===== src/rtl/rf_pkg.sv =====
package rf_pkg;
  localparam int NGEN   = 6;
  localparam int SELW   = 4;
  localparam int PSELW  = 3;

  localparam logic [SELW-1:0]  SEL_ACC = 4'd6;
  localparam logic [SELW-1:0]  SEL_FLG = 4'd7;
  localparam logic [SELW-1:0]  SEL_VEC = 4'd8;
  localparam logic [SELW-1:0]  SEL_REF = 4'd9;

  localparam logic [PSELW-1:0] PR_ACC  = 3'd3;
  localparam logic [PSELW-1:0] PR_SP   = 3'd4;
  localparam logic [PSELW-1:0] PR_PC   = 3'd5;
  localparam logic [PSELW-1:0] PR_IX   = 3'd6;
  localparam logic [PSELW-1:0] PR_IY   = 3'd7;
endpackage


===== src/rtl/rf_bank.sv =====
module rf_bank #(
  parameter int DW   = 8,
  parameter int NREG = 6,
  localparam int IW  = (NREG > 1) ? $clog2(NREG) : 1,
  localparam int PW  = (NREG > 2) ? $clog2(NREG / 2) : 1
) (
  input  logic                      clk,
  input  logic                      rst,
  input  logic                      xchg,
  input  logic                      w8_en,
  input  logic [IW-1:0]             w8_idx,
  input  logic [DW-1:0]             w8_data,
  input  logic                      w16_en,
  input  logic [PW-1:0]             w16_pair,
  input  logic [2*DW-1:0]           w16_data,
  output logic [NREG-1:0][DW-1:0]   vis,
  output logic                      bank
);
  logic [DW-1:0] mem [2][NREG];

  always_ff @(posedge clk) begin
    if (rst) begin
      bank <= 1'b0;
      for (int b = 0; b < 2; b++)
        for (int i = 0; i < NREG; i++)
          mem[b][i] <= '0;
    end else begin
      if (xchg) bank <= ~bank;
      for (int i = 0; i < NREG; i++) begin
        if (w16_en && w16_pair == PW'(i / 2))
          mem[bank][i] <= (i % 2 == 0) ? w16_data[2*DW-1:DW] : w16_data[DW-1:0];
        if (w8_en && w8_idx == IW'(i))
          mem[bank][i] <= w8_data;
      end
    end
  end

  always_comb
    for (int i = 0; i < NREG; i++)
      vis[i] = mem[bank][i];

  // each strobe flips the select, otherwise it holds
  p_bank_toggle_r4: assert property (@(posedge clk) disable iff (rst)
    xchg |=> bank != $past(bank));
  p_bank_hold_r4: assert property (@(posedge clk) disable iff (rst)
    !xchg |=> $stable(bank));
endmodule


===== src/rtl/rf_solo.sv =====
module rf_solo
  import rf_pkg::*;
#(
  parameter int DW  = 8,
  localparam int AW = 2 * DW
) (
  input  logic             clk,
  input  logic             rst,
  input  logic             w8_en,
  input  logic [SELW-1:0]  w8_sel,
  input  logic [DW-1:0]    w8_data,
  input  logic             w16_en,
  input  logic [PSELW-1:0] w16_sel,
  input  logic [AW-1:0]    w16_data,
  input  logic             fetch,
  output logic [AW-1:0]    sp,
  output logic [AW-1:0]    pc,
  output logic [AW-1:0]    ix,
  output logic [AW-1:0]    iy,
  output logic [DW-1:0]    vec,
  output logic [DW-1:0]    refr
);
  always_ff @(posedge clk) begin
    if (rst) begin
      sp <= '0; pc <= '0; ix <= '0; iy <= '0;
      vec <= '0; refr <= '0;
    end else begin
      if (w16_en) begin
        case (w16_sel)
          PR_SP:   sp <= w16_data;
          PR_PC:   pc <= w16_data;
          PR_IX:   ix <= w16_data;
          PR_IY:   iy <= w16_data;
          default: ;
        endcase
      end
      if (w8_en && w8_sel == SEL_VEC) vec <= w8_data;
      if (w8_en && w8_sel == SEL_REF)
        refr <= w8_data;
      else if (fetch)
        refr <= {refr[DW-1], refr[DW-2:0] + {{(DW-2){1'b0}}, 1'b1}};
    end
  end

  p_refresh_step_r7: assert property (@(posedge clk) disable iff (rst)
    fetch && !(w8_en && w8_sel == SEL_REF) |=>
      refr[DW-1] == $past(refr[DW-1]) &&
      refr[DW-2:0] == $past(refr[DW-2:0]) + {{(DW-2){1'b0}}, 1'b1});
  p_refresh_write_r8: assert property (@(posedge clk) disable iff (rst)
    w8_en && w8_sel == SEL_REF |=> refr == $past(w8_data));
  p_pc_load_r3: assert property (@(posedge clk) disable iff (rst)
    w16_en && w16_sel == PR_PC |=> pc == $past(w16_data));
endmodule


===== src/rtl/dual_bank_regfile.sv =====
module dual_bank_regfile
  import rf_pkg::*;
#(
  parameter int DW = 8
) (
  input  logic             clk,
  input  logic             rst,
  input  logic [3:0]       rd8_sel,
  output logic [DW-1:0]    rd8_data,
  input  logic [2:0]       rd16_sel,
  output logic [2*DW-1:0]  rd16_data,
  input  logic             wr8_en,
  input  logic [3:0]       wr8_sel,
  input  logic [DW-1:0]    wr8_data,
  input  logic             wr16_en,
  input  logic [2:0]       wr16_sel,
  input  logic [2*DW-1:0]  wr16_data,
  input  logic             xchg_gen,
  input  logic             xchg_acc,
  input  logic             fetch
);
  localparam int AW = 2 * DW;

  logic [NGEN-1:0][DW-1:0] gen_vis;
  logic [1:0][DW-1:0]      acc_vis;
  logic                    gen_bank, acc_bank;
  logic [AW-1:0]           sp, pc, ix, iy;
  logic [DW-1:0]           vec, refr;

  logic gen_w8, acc_w8, gen_w16, acc_w16;
  assign gen_w8  = wr8_en && (wr8_sel < SELW'(NGEN));
  assign acc_w8  = wr8_en && (wr8_sel == SEL_ACC || wr8_sel == SEL_FLG);
  assign gen_w16 = wr16_en && (wr16_sel < PR_ACC);
  assign acc_w16 = wr16_en && (wr16_sel == PR_ACC);

  rf_bank #(.DW(DW), .NREG(NGEN)) u_gen (
    .clk(clk), .rst(rst), .xchg(xchg_gen),
    .w8_en(gen_w8), .w8_idx(wr8_sel[2:0]), .w8_data(wr8_data),
    .w16_en(gen_w16), .w16_pair(wr16_sel[1:0]), .w16_data(wr16_data),
    .vis(gen_vis), .bank(gen_bank)
  );

  rf_bank #(.DW(DW), .NREG(2)) u_acc (
    .clk(clk), .rst(rst), .xchg(xchg_acc),
    .w8_en(acc_w8), .w8_idx(wr8_sel[0]), .w8_data(wr8_data),
    .w16_en(acc_w16), .w16_pair(1'b0), .w16_data(wr16_data),
    .vis(acc_vis), .bank(acc_bank)
  );

  rf_solo #(.DW(DW)) u_solo (
    .clk(clk), .rst(rst),
    .w8_en(wr8_en), .w8_sel(wr8_sel), .w8_data(wr8_data),
    .w16_en(wr16_en), .w16_sel(wr16_sel), .w16_data(wr16_data),
    .fetch(fetch),
    .sp(sp), .pc(pc), .ix(ix), .iy(iy), .vec(vec), .refr(refr)
  );

  logic [DW-1:0] rd8_next;
  logic [AW-1:0] rd16_next;

  always_comb begin
    rd8_next = '0;
    if (rd8_sel < SELW'(NGEN)) rd8_next = gen_vis[rd8_sel[2:0]];
    else if (rd8_sel == SEL_ACC) rd8_next = acc_vis[0];
    else if (rd8_sel == SEL_FLG) rd8_next = acc_vis[1];
    else if (rd8_sel == SEL_VEC) rd8_next = vec;
    else if (rd8_sel == SEL_REF) rd8_next = refr;
  end

  always_comb begin
    case (rd16_sel)
      3'd0:    rd16_next = {gen_vis[0], gen_vis[1]};
      3'd1:    rd16_next = {gen_vis[2], gen_vis[3]};
      3'd2:    rd16_next = {gen_vis[4], gen_vis[5]};
      PR_ACC:  rd16_next = {acc_vis[0], acc_vis[1]};
      PR_SP:   rd16_next = sp;
      PR_PC:   rd16_next = pc;
      PR_IX:   rd16_next = ix;
      default: rd16_next = iy;
    endcase
  end

  always_ff @(posedge clk) begin
    if (rst) begin
      rd8_data  <= '0;
      rd16_data <= '0;
    end else begin
      rd8_data  <= rd8_next;
      rd16_data <= rd16_next;
    end
  end

  p_sp_keep_r6: assert property (@(posedge clk) disable iff (rst)
    (xchg_gen || xchg_acc) && !wr16_en |=> $stable(sp) && $stable(ix) && $stable(iy));
  p_banks_indep_r5: assert property (@(posedge clk) disable iff (rst)
    xchg_acc && !xchg_gen |=> $stable(gen_bank) && acc_bank != $past(acc_bank));
endmodule


===== config.mk =====
export PLATFORM = sky130hd
export DESIGN_NAME = dual_bank_regfile
export DESIGN_NICKNAME = d
export VERILOG_FILES = /design/src/rtl/rf_pkg.sv /design/src/rtl/rf_bank.sv /design/src/rtl/rf_solo.sv /design/src/rtl/dual_bank_regfile.sv
export SDC_FILE = /design/constraint.sdc
export NUM_CORES = 1
export LEC_CHECK = 0
export CAP_MARGIN = 30
export CORE_MARGIN = 1.5
export CORE_UTILIZATION = 50
export CTS_CLUSTER_SIZE = 16
export DETAILED_ROUTE_END_ITERATION = 16
export GPL_TIMING_DRIVEN = 0
export PLACE_DENSITY = 0.67
export SYNTH_ARGS = -nofsm -noshare
export SYNTH_HDL_FRONTEND = slang
export SYNTH_HIERARCHICAL = 1
export SYNTH_SLANG_ARGS = --single-unit

===== constraint.sdc =====
create_clock -name clk -period 5.6 [get_ports clk]
set_clock_uncertainty 0.15 [all_clocks]
set_input_delay 0.56 -clock clk [delete_from_list [all_inputs] [get_ports clk]]
set_output_delay 0.56 -clock clk [all_outputs]
set_load 0.02 [all_outputs]

==> summary.md <==
| Metric | Value |
|---|---|
| CORE AREA | 24250 µm² |
| Global-route wire length before repair | 61.09 mm |
| CP Class | in2reg |
| Worst-path cell chain | clkdlybuf4s50_1, a21oi_1, nor4b_4, buf_6, nor2_1, a21oi_1 |
| Routed len/inst | 25.21 µm |
| CTS clk-pin slew, worst paths | 0.06 ns |
| CP Launch Type | input pin |
| Pwr dens | 296.9 nW/µm² |
| Critical Path RT | 5.61 ns |
| Syn Area/Cell | 10.03 µm² |
| Vias per Instance | 6.383 |
| XOR/XNOR Fraction of Synth Area | 0.4263% |
| # port buffers | 66 |
| Top-count cell post-synth | a21oi_1 |
| Main combinational cell family by area after synthesis | compound AO/OA/AOI/OAI gates |
| Largest net degree at the start of global routing | 15 |
| Most frequent CP cell | a21oi_1 |
| Adder-cell share of the synthesized area | 0.1015% |
| GRT met2 Usage | 49.60% |
| Area Overhead vs Synth | 15.17% |
| Endpoint class of the critical path | flip-flop |
| Peak supply drop | 0.0002075 V |
| Leak pwr | 0.004953 µW |
| Die X | 160.0 µm |
| Post-CTS Setup Inserts | 0 |
| Inserted Clock Buffers | 27 |
| Worst slack at placement | 1.686 ns |
| Initial Utilization | 50.84% |
| Synth Flop Type | edfxtp_1 |
| GRT Total Usage | 32.23% |
| Seq cells post-synth | 236 |
| Seq/Total Area, Yosys | 48.72% |
| Antenna cells | 0 |
| GRT busiest layer | met2 |
| Total nets after synthesis | 1275 |
| Max_cap viols | 0 |
| Ports | 69 |
| Final setup TNS | 0 ns |
| Fin area | 14200 µm² |
| Arr. time, crit path | 3.42 ns |
| Share of cells above drive strength 1 | 16.90% |
| Clock sink count | 236 |
| Post-detailed-route count of antenna-violating nets | 0 |
| Vias in the first global route | 9708 |
| Fin. Hold Viols | 0 |
| R2r setup slk | 2.99 ns |
| Filler instances | 2137 |
| Mapped Cells | 1229 |
| Max Fclk | 293.2 MHz |
| Slowest CP cell | a21oi_1 |
| Asr flop ratio synth | 0% |
| PnR worst setup slack | 2.190 ns |
| Die ar. | 25600 µm² |
| CTS tree | yes |
| Post-Synth Simple-Gate Area | 14.03% |
| Finish-stage setup viols | 0 |
| Clk_lat worst skew | 0.55 ns |
| Cell Area, Synth | 12330 µm² |
| Synth top area cells | edfxtp_1, dfxtp_1, a21oi_1, mux2_2, nand2_1 |
| Multiplexer share of the synthesized area | 12.51% |
| DRC viols | 0 |
| RSZ-0062 raised after global routing | no |
| Post_cts resized | 0 |
| Status | finished clean |
| Slew headroom | 36.76% |
| First drt pass iteration count | 7 |
| Final wirelength | 42.03 mm |
| Crit path max fanout | 14 |
| EDFF count, synth | 128 |
| CTS H-tree lvls | 1 |
| Routing usage on met3 | 5.506% |
| Post-synth cell types | 70 |
| Grt total ovfl | 0 |
| Synth Area in Compound Gates | 19.01% |
| DR iter-0 viols | 1577 |
| Via count of the routed design | 10640 |
| Final Wtd Congestion | 0.9702 |
| Final net count | 1371 |
| Synth top cells by count | a21oi_1, nand2_1, edfxtp_1 |
| Cts hold-fix bufs | 0 |
| CTS root buf | clkbuf_16 |
| Clock buffer depth | 3 |
| Placed Area | 13400 µm² |
| Post-DP HPWL | 29.48 mm |
| Slowest cell delay on critical path | 0.77 ns |
| Crit share post-route | 60.90% |
| Slew at the pin closest to its max-slew limit | 0.9486 ns |
| Synth warn | 6 |
| Initial antenna violation count | 0 |
| Final critical-path required period | 3.410 ns |
| Max-slew violations | 0 |
| GR Layer Usage met1 | 43.68% |
| Yosys top cell by area | edfxtp_1 |
| Worst hold path type | in2reg |
| Die Span Y | 160.0 µm |
| Top-area cell type share of the netlist area | 31.18% |
| FP Rows | 57 |
flip-flops by register name (all words and copies together), names as in the netlist, named ones only:
signal	cells
u_gen/mem	96
u_acc/mem	32
rd16_data	16
u_solo/ix	16
u_solo/iy	16
u_solo/pc	16
u_solo/sp	16
rd8_data	8
u_solo/refr	8
u_solo/vec	8
u_acc/bank	1
u_gen/bank	1
final timing paths:
kind,from,endpoint,depth (start not counted)
setup / recovery,wr16_sel[0],u_gen/mem[1][34],6
hold / removal,fetch,u_solo/refr[0],3
setup reg to reg,flip-flop,rd16_data[0],6
hold reg to reg,u_solo/pc[2],u_solo/pc[2],2
through the flow:
| step | hold WS, ns | total power, µW | util (%) | std cells |
|---|---|---|---|---|
| 4_1_cts | 0.1822 | 4204 | 58.55 | 1667 |
| 5_1_grt | 0.2290 | 4333 | 58.55 | 1667 |
| 3_3_place_gp | 0.2881 | 2585 | 55.23 | 1619 |
| 6_report | 0.1849 | 4215 | 58.55 | 1667 |
| 3_5_place_dp | 0.2955 | 2592 | 55.25 | 1620 |
| 2_1_floorplan | 0.2822 | 2317 | - | 1229 |
worst max-delay path, delay by kind of cell:
family          cells  cell delay [ns]
compound gates      2             1.16
simple gates        2             0.72
buf+inv             2             0.96
per-layer routing:
metal	wire, µm	vias up	part of all wire (%)
met5	0	-	0
met4	2599	0	6.2
met3	4681	165	11
met2	18510	736	44
met1	16240	4975	39
li1	-	4765	-
layout by cell type, fill, tap and decap left out, drive strengths merged, types with 3 or more instances in the layout:
cell type        n
a21oi          183
nand2          146
edfxtp         128
dfxtp          108
clkbuf          84
mux2            80
nor2            73
buf             72
nand3           68
o21ai           67
clkdlybuf4s50   66
mux2i           43
o211ai          33
a211oi          13
nand2b          11
nor3             9
or2              9
mux4             9
a311oi           9
a222oi           8
a32oi            8
o22ai            8
a211o            8
o311ai           8
a21boi           8
a22oi            7
a221oi           7
a21o             7
a31oi            7
inv              6
nor2b            4
and4bb           4
and2             4
nand3b           3
xnor2            3
nand4bb          3
nand4b           3
xor2             3
nand4            3
final cells by class:
class / instances / area, µm² / share of cell area, %
Sequential cell: 236 / 6006 / 42.30
Timing Repair Buffer: 67 / 665.6 / 4.688
Clock buffer: 42 / 742.0 / 5.226
Multi-Input combinational cell: 876 / 5683 / 40.03
Clock inverter: 5 / 57.56 / 0.4054
Tap cell: 324 / 405.4 / 2.855
Buffer: 113 / 623.1 / 4.389
Inverter: 4 / 15.01 / 0.1058
power breakdown:
part           switching [µW]  internal [µW]  total (µW)
combinational             412            224         636
clock                     689            950        1640
sequential               27.0           1910        1940
total                    1130           3090        4220
cells by family (layout without fill, tap and decap cells):
family | count (synthesis) | in the layout
adders and majority gates | 1 | 1
muxes | 132 | 132
xor gates and xnor gates | 6 | 6
buffers and inverters | 117 | 231
AOI/OAI and AO/OA | 381 | 381
DFF | 236 | 236
and+or+nand+nor | 355 | 355
other | 1 | 1
(Power assumes the default switching activity.)
